$ cat src/rtl/rxs_pkg.sv
package rxs_pkg;
  localparam int unsigned STAT_W   = 8;
  localparam int unsigned FLAG_N   = 3;
  localparam int unsigned RDRF_BIT = 6;

  typedef enum int unsigned {
    FL_PERR = 0,
    FL_ESIG = 1,
    FL_OVR  = 2
  } flag_e;

  // error flags occupy contiguous status bits starting at 3
  function automatic int unsigned flag_bit(int unsigned idx);
    return 3 + idx;
  endfunction
endpackage

$ cat src/rtl/rxs_err_flag.sv
module rxs_err_flag (
  input  logic clk_i,
  input  logic rst_ni,
  input  logic set_i,
  input  logic rd_i,
  input  logic wr_i,
  input  logic wbit_i,
  output logic flag_o
);
  logic flag_q, arm_q;
  logic clr_req;

  assign clr_req = wr_i && !wbit_i;

  always_ff @(posedge clk_i or negedge rst_ni) begin
    if (!rst_ni) begin
      flag_q <= 1'b0;
      arm_q  <= 1'b0;
    end else begin
      if (set_i)                  flag_q <= 1'b1;
      else if (clr_req && arm_q)  flag_q <= 1'b0;

      if (set_i)                  arm_q <= 1'b0;  // re-set cancels pending clear
      else if (clr_req)           arm_q <= 1'b0;
      else if (rd_i && flag_q)    arm_q <= 1'b1;
    end
  end

  assign flag_o = flag_q;
endmodule

$ cat src/rtl/rxs_rx_path.sv
module rxs_rx_path #(
  parameter int unsigned DATA_W = 8
) (
  input  logic              clk_i,
  input  logic              rst_ni,
  input  logic              rx_en_i,
  input  logic              blk_i,
  input  logic              rx_done_i,
  input  logic [DATA_W-1:0] rx_data_i,
  input  logic              parity_err_i,
  input  logic              data_rd_i,
  output logic              rdrf_o,
  output logic [DATA_W-1:0] rdata_o,
  output logic              ovr_set_o,
  output logic              perr_set_o
);
  logic              rdrf_q;
  logic [DATA_W-1:0] rdata_q;
  logic              accept, still_full, store;

  assign accept     = rx_done_i && rx_en_i && !blk_i;
  assign still_full = rdrf_q && !data_rd_i;
  assign store      = accept && !still_full;
  assign ovr_set_o  = accept && still_full;
  assign perr_set_o = store && parity_err_i;

  always_ff @(posedge clk_i or negedge rst_ni) begin
    if (!rst_ni) begin
      rdrf_q  <= 1'b0;
      rdata_q <= '0;
    end else begin
      if (store) rdata_q <= rx_data_i;
      if (store && !parity_err_i) rdrf_q <= 1'b1;
      else if (data_rd_i)         rdrf_q <= 1'b0;
    end
  end

  assign rdrf_o  = rdrf_q;
  assign rdata_o = rdata_q;
endmodule

$ cat src/rtl/rxs_status_unit.sv
module rxs_status_unit
  import rxs_pkg::*;
#(
  parameter int unsigned DATA_W = 8
) (
  input  logic              clk_i,
  input  logic              rst_ni,
  input  logic              rx_en_i,
  input  logic              sync_mode_i,
  input  logic              rx_done_i,
  input  logic [DATA_W-1:0] rx_data_i,
  input  logic              parity_err_i,
  input  logic              err_sig_low_i,
  input  logic              stat_rd_i,
  input  logic              stat_wr_i,
  input  logic [STAT_W-1:0] wdata_i,
  input  logic              data_rd_i,
  output logic [STAT_W-1:0] stat_o,
  output logic [DATA_W-1:0] rdata_o,
  output logic              rx_block_o,
  output logic              tx_block_o
);
  logic [FLAG_N-1:0] flag_set, flags;
  logic              rdrf, blk;

  assign blk = flags[FL_OVR] || flags[FL_PERR];

  rxs_rx_path #(.DATA_W(DATA_W)) u_rx_path (
    .clk_i       (clk_i),
    .rst_ni      (rst_ni),
    .rx_en_i     (rx_en_i),
    .blk_i       (blk),
    .rx_done_i   (rx_done_i),
    .rx_data_i   (rx_data_i),
    .parity_err_i(parity_err_i),
    .data_rd_i   (data_rd_i),
    .rdrf_o      (rdrf),
    .rdata_o     (rdata_o),
    .ovr_set_o   (flag_set[FL_OVR]),
    .perr_set_o  (flag_set[FL_PERR])
  );

  assign flag_set[FL_ESIG] = err_sig_low_i;

  for (genvar g = 0; g < FLAG_N; g++) begin : g_flag
    rxs_err_flag u_flag (
      .clk_i (clk_i),
      .rst_ni(rst_ni),
      .set_i (flag_set[g]),
      .rd_i  (stat_rd_i),
      .wr_i  (stat_wr_i),
      .wbit_i(wdata_i[flag_bit(g)]),
      .flag_o(flags[g])
    );
  end

  always_comb begin
    stat_o = '0;
    stat_o[RDRF_BIT] = rdrf;
    for (int i = 0; i < FLAG_N; i++) stat_o[flag_bit(i)] = flags[i];
  end

  assign rx_block_o = blk;
  assign tx_block_o = blk && sync_mode_i;
endmodule

$ cat config.mk
export PLATFORM = sky130hd
export DESIGN_NAME = rxs_status_unit
export DESIGN_NICKNAME = d
export VERILOG_FILES = /design/src/rtl/rxs_pkg.sv /design/src/rtl/rxs_err_flag.sv /design/src/rtl/rxs_rx_path.sv /design/src/rtl/rxs_status_unit.sv
export SDC_FILE = /design/constraint.sdc
export NUM_CORES = 1
export LEC_CHECK = 0
export BUFFER_PORTS_ARGS = -buffer_cell sky130_fd_sc_hd__buf_2
export CAP_MARGIN = 20
export CORE_MARGIN = 2
export CORE_UTILIZATION = 30
export CTS_CLUSTER_DIAMETER = 30
export DETAILED_ROUTE_END_ITERATION = 8
export GPL_ROUTABILITY_DRIVEN = 1
export PLACE_DENSITY_LB_ADDON = 0.08
export SETUP_SLACK_MARGIN = 0.2
export SYNTH_ARGS = -nofsm -noshare
export SYNTH_HDL_FRONTEND = slang
export SYNTH_SLANG_ARGS = --single-unit
$ cat constraint.sdc
create_clock -name clk_i -period 1.9 [get_ports clk_i]
set_clock_uncertainty 0.1 [all_clocks]
set_input_delay 0.38 -clock clk_i [delete_from_list [all_inputs] [get_ports clk_i]]
set_output_delay 0.38 -clock clk_i [all_outputs]
set_load 0.1 [all_outputs]
==> flow_summary_export.csv, run 1 <==
group,metric,value,unit
yosys,ys_types,20,
routing,viasPerCell,4.32,
yosys,synth_edf_count,0,
layout,final_cell_area,976,um2
worst_setup_path,worstRegToRegCells,6,
timing,maxSlewViolCount,0,
timing,max_freq,582,MHz
layout,drive_gt1_share,61.3,%
place,dpl_cell_area,881,um2
place,gp_congestion,0.640,
floorplan,core,0.00225,mm2
routing,wl_per_cell,10.7,um
floorplan,dieWidth,53.1,um
worst_setup_path,crit_fanout,3,
timing,setup_viol,0,
timing,setup_slack,0.182,ns
layout,final_util,43.3,%
global_route,grt_max_degree,16,
clock_network,clock_path_buffers,2,
worst_setup_path,worst_setup_path_end_kind,"primary output",
yosys,synth-seq-cells,15,
worst_setup_path,cp.arrival,1.24,ns
routing,finalWirelength,1300,um
floorplan,ioPinCount,44,
floorplan,std_cell_rows,17,
timing,timing.final.crit_share,90.4,%
clock_network,root_buffer,"clkbuf_4",
yosys,yosysWarningCount,0,
worst_setup_path,critPathKind,"flop to primary output",
clock_network,clock-sinks,15,
global_route,grt_pass1_vias,461,
clock_network,cts_tree,"built",
floorplan,initial_core_util,32.1,%
global_route,antenna_found_initial,0,
run_status,status,"finished, final reports clean",
timing,rsz0062_at_grt,"yes",
yosys,postSynthCellCount,55,
clock_network,path_clk_slew,0.09,ns
hold_path,hold_depth,2,
clock_network,htree_levels,1,
layout,final_nets,120,
yosys,async_reset_ff_share,100,%
global_route,grt_pass1_wl,1910,um
yosys,synth_top_area_share,51.9,%
clock_network,worstSkewPairLatency,0.28,ns
routing,num_vias,523,
layout,fill_cells,231,
timing,fin_crit,1.72,ns
yosys,synth_area_leaders,"dfrtp_1 (52%), mux2_4 (17%), buf_4 (8.3%)",
hold_path,hp-class,"primary input to flop",
global_route,gr-total-overflow,0,
worst_setup_path,required,1.42,ns
yosys,syn_avg_cell_area,13.1,um2
clock_network,cts_made_buffers,3,
yosys,seq_area_frac_synth,51.9,%
layout,area_growth,34.9,%
yosys,syn_area,723,um2
place,dp_slack,0.326,ns
yosys,ys.flop_type,"dfrtp_1",
routing,drcViolationCount,0,
worst_setup_path,start_kind,"flop",
timing,final-hold-violation-count,0,
routing,drtIter0Drc,1,
layout,antennaDiodeCount,0,
floorplan,die_h,53.1,um
flow_run,max_cap_violations,0,
place,place_hpwl,944,um
routing,drt-pass1-iter-count,3,
routing,antenna_left,0,
global_route,grtUsageTotal,9.96,%
floorplan,die_area,0.00282,mm2
yosys,synth_area_leader_cell,"dfrtp_1",
place,port_buffers,34,
timing,tns,0,ns
==> per-stage QoR <==
step | instances | hold slack [ns]
6_report | 121 | 0.158
3_5_place_dp | 112 | 0.209
2_1_floorplan | 58 | -0.0156
5_1_grt | 121 | 0.131
4_1_cts | 120 | 0.147
3_3_place_gp | 112 | 0.206
==> cells by family (layout without fill, tap and decap cells) <==
kind of cell	count (synthesis)	count (layout)	synth area share, %
AO/OA/AOI/OAI	8	8	7.44
buffers and inverters	9	44	9.86
flip-flops	15	15	51.9
multiplexers	8	8	16.6
other	1	4	0.519
AND/OR/NAND/NOR	14	14	13.7
==> final timing paths <==
check	start	endpoint	slack (ns)
setup / recovery	g_flag[2].u_flag.flag_o$_DFFE_PN0P_	tx_block_o	0.18
hold / removal	err_sig_low_i	g_flag[1].u_flag.arm_q$_DFFE_PN0P_	0.16
setup reg to reg	g_flag[0].u_flag.flag_o$_DFFE_PN0P_	u_rx_path.rdata_o[2]$_DFFE_PN0P_	0.23
hold reg to reg	g_flag[1].u_flag.flag_o$_DFFE_PN0P_	g_flag[1].u_flag.flag_o$_DFFE_PN0P_	0.42
max in group asynchronous	rst_ni	g_flag[2].u_flag.flag_o$_DFFE_PN0P_	1.03
min in group asynchronous	rst_ni	u_rx_path.rdata_o[5]$_DFFE_PN0P_	0.42
==> Yosys cell counts (2+ instances only) <==
| cell | count |
|---|---|
| nor3_1 | 2 |
| nand2_1 | 3 |
| mux2_4 | 8 |
| dfrtp_1 | 15 |
| buf_4 | 8 |
| nor2b_1 | 3 |
| a21oi_1 | 3 |
==> critical path, cell delays in order (launching register included) <==
cell     delay (ns)
dfrtp_1        0.41
or2_4          0.23
and2_4         0.16
buf_12         0.16
==> state kept, by name, summed over array words and instances, names as in the netlist <==
name / count
g_flag.u_flag.arm_q: 3
u_rx_path.rdrf_o: 1
g_flag.u_flag.flag_o: 3
u_rx_path.rdata_o: 8
==> layer usage <==
metal / up-vias / global-route usage, % / share of wire, %
met5: - / 0 / 0
met2: 24 / 15.6 / 47
met1: 248 / 10.8 / 42
met3: 2 / 6.21 / 10
li1: 249 / - / -
met4: 0 / 3.85 / 1.0
==> placed cells by master (no fill, tap or decap), types with 2 or more instances in the layout <==
master,netlist,layout
nor3_1,2,2
mux2_4,8,8
conb_1,1,4
nor2b_1,3,3
buf_6,1,2
buf_4,8,3
a21oi_1,3,3
clkbuf_4,0,3
buf_2,0,33
dfrtp_1,15,15
nand2_1,3,3
==> timing repair <==
item,in CTS,in global routing
endpoints found under the setup margin,2,10
resized for setup,4,5
hold buffers,1,0
hold endpoints to repair,15,0
setup buffers,3,0
cloned,0,1
==> area by class of cell <==
type | count | area, um2 | area share [%]
Sequential cell | 15 | 375 | 38.5
Clock buffer | 3 | 22.5 | 2.31
Tap cell | 28 | 35.0 | 3.59
Multi-Input combinational cell | 34 | 298 | 30.5
Clock inverter | 1 | 5.00 | 0.513
Timing Repair Buffer | 40 | 240 | 24.6
Power of run 1 is left out: the tool's default activity adds up to more than one toggle a clock period on the data nets, which glitch-free logic cannot reach.
==> inputs of run 2 (changes only) <==
==> constraint.sdc (replaced) <==
create_clock -name clk_i -period 1.9 [get_ports clk_i]
set_clock_uncertainty 0.1 [all_clocks]
set_input_delay 0.38 -clock clk_i [delete_from_list [all_inputs] [get_ports clk_i]]
set_output_delay 0.38 -clock clk_i [all_outputs]
set_load 0.005 [all_outputs]
==> flow_summary_export.csv, run 2 (same netlist as run 1, synthesis figures left out) <==
group,metric,value,unit
run_status,status,"finished, final reports clean",
timing,final-hold-violation-count,0,
floorplan,dieWidth,53.1,um
layout,antennaDiodeCount,0,
layout,final_nets,118,
layout,fill_cells,245,
routing,antenna_left,0,
floorplan,initial_core_util,32.1,%
global_route,grt_pass1_vias,457,
layout,final_util,41.7,%
floorplan,std_cell_rows,17,
worst_setup_path,critPathKind,"flop to primary output",
global_route,grtUsageTotal,9.83,%
timing,timing.final.crit_share,86.7,%
worst_setup_path,worst_setup_path_end_kind,"primary output",
floorplan,die_h,53.1,um
layout,final_cell_area,940,um2
global_route,grt_max_degree,16,
worst_setup_path,crit_fanout,2,
clock_network,cts_tree,"built",
routing,viasPerCell,4.37,
timing,tns,0,ns
worst_setup_path,cp.arrival,1.17,ns
global_route,grt_pass1_wl,1950,um
place,gp_congestion,0.621,
place,dpl_cell_area,876,um2
routing,wl_per_cell,10.3,um
layout,drive_gt1_share,60.4,%
clock_network,clock_path_buffers,2,
flow_run,max_cap_violations,0,
layout,final_cell_mix,"buf_2 (33), dfrtp_1 (15), mux2_4 (8), conb_1 (4)",
place,port_buffers,34,
floorplan,die_area,0.00282,mm2
routing,drcViolationCount,0,
global_route,antenna_found_initial,0,
routing,finalWirelength,1230,um
timing,rsz0062_at_grt,"no",
routing,drtIter0Drc,1,
place,dp_slack,0.375,ns
clock_network,root_buffer,"clkbuf_4",
layout,largest_reg_flops,8,
routing,drt-pass1-iter-count,4,
routing,num_vias,520,
timing,max_freq,607,MHz
layout,final_common_cell,"buf_2",
clock_network,worstSkewPairLatency,0.28,ns
timing,setup_slack,0.253,ns
floorplan,ioPinCount,44,
timing,setup_viol,0,
clock_network,path_clk_slew,0.09,ns
place,dp_cells,112,
timing,fin_crit,1.65,ns
clock_network,cts_made_buffers,3,
power,max-vdd-ir-drop,0.000622,V
power,total_power,1.23,mW
worst_setup_path,start_kind,"flop",
layout,fin_cells,119,
timing,holdWs,0.162,ns
timing,maxSlewViolCount,0,
hold_path,hp-class,"primary input to flop",
layout,area_growth,29.9,%
worst_setup_path,required,1.42,ns
power,power.density,1310,mW/mm2
clock_network,htree_levels,1,
global_route,gr-total-overflow,0,
power,leakage,0.480,nW
floorplan,core,0.00225,mm2
clock_network,clock-sinks,15,
run 2: repair_timing:
action                     CTS  global route
hold endpoints to repair    15             0
hold buffers                 1             0
setup endpoints to repair    1             1
gates resized for setup      1             2
pin swaps                    0             1
buffers inserted             2             0
run 2: per-layer routing:
metal / vias to the layer above / wire, um / GRT usage, %
met5: - / 0 / 0
met4: 0 / 0 / 2.56
met3: 0 / 113 / 5.37
met2: 23 / 571 / 15.4
met1: 251 / 539 / 11.6
li1: 246 / - / -
run 2: path summary, 6_finish.rpt:
path / to / slack (ns) / start / cells past startpoint
max: tx_block_o / 0.25 / g_flag[2].u_flag.flag_o$_DFFE_PN0P_ / 3
max in group asynchronous: g_flag[0].u_flag.flag_o$_DFFE_PN0P_ / 1.03 / rst_ni / 2
min reg2reg: u_rx_path.rdata_o[1]$_DFFE_PN0P_ / 0.42 / u_rx_path.rdata_o[1]$_DFFE_PN0P_ / 1
min in group asynchronous: u_rx_path.rdata_o[4]$_DFFE_PN0P_ / 0.42 / rst_ni / 2
min: g_flag[1].u_flag.arm_q$_DFFE_PN0P_ / 0.16 / err_sig_low_i / 2
max reg2reg: u_rx_path.rdata_o[3]$_DFFE_PN0P_ / 0.29 / g_flag[2].u_flag.flag_o$_DFFE_PN0P_ / 5
run 2: layout make-up:
class	count	area, um2	area share (%)
clock inverter	1	5.00	0.533
timing repair buffer	38	209	22.2
sequential	15	375	39.9
clock buffer	3	22.5	2.40
multi-input combinational	34	293	31.2
tap	28	35.0	3.73
run 2: worst max-delay path, cell delays in order, from the launching register on:
cell     delay (ns)
dfrtp_1        0.38
or2_4          0.25
and2_4         0.15
buf_6          0.10
run 2: power breakdown:
group          internal, mW  switching [mW]
sequential            0.451          0.0660
combinational         0.360           0.175
clock                0.0781          0.0995
total                 0.889           0.340
Note: power is estimated with default switching activity, not from simulation.
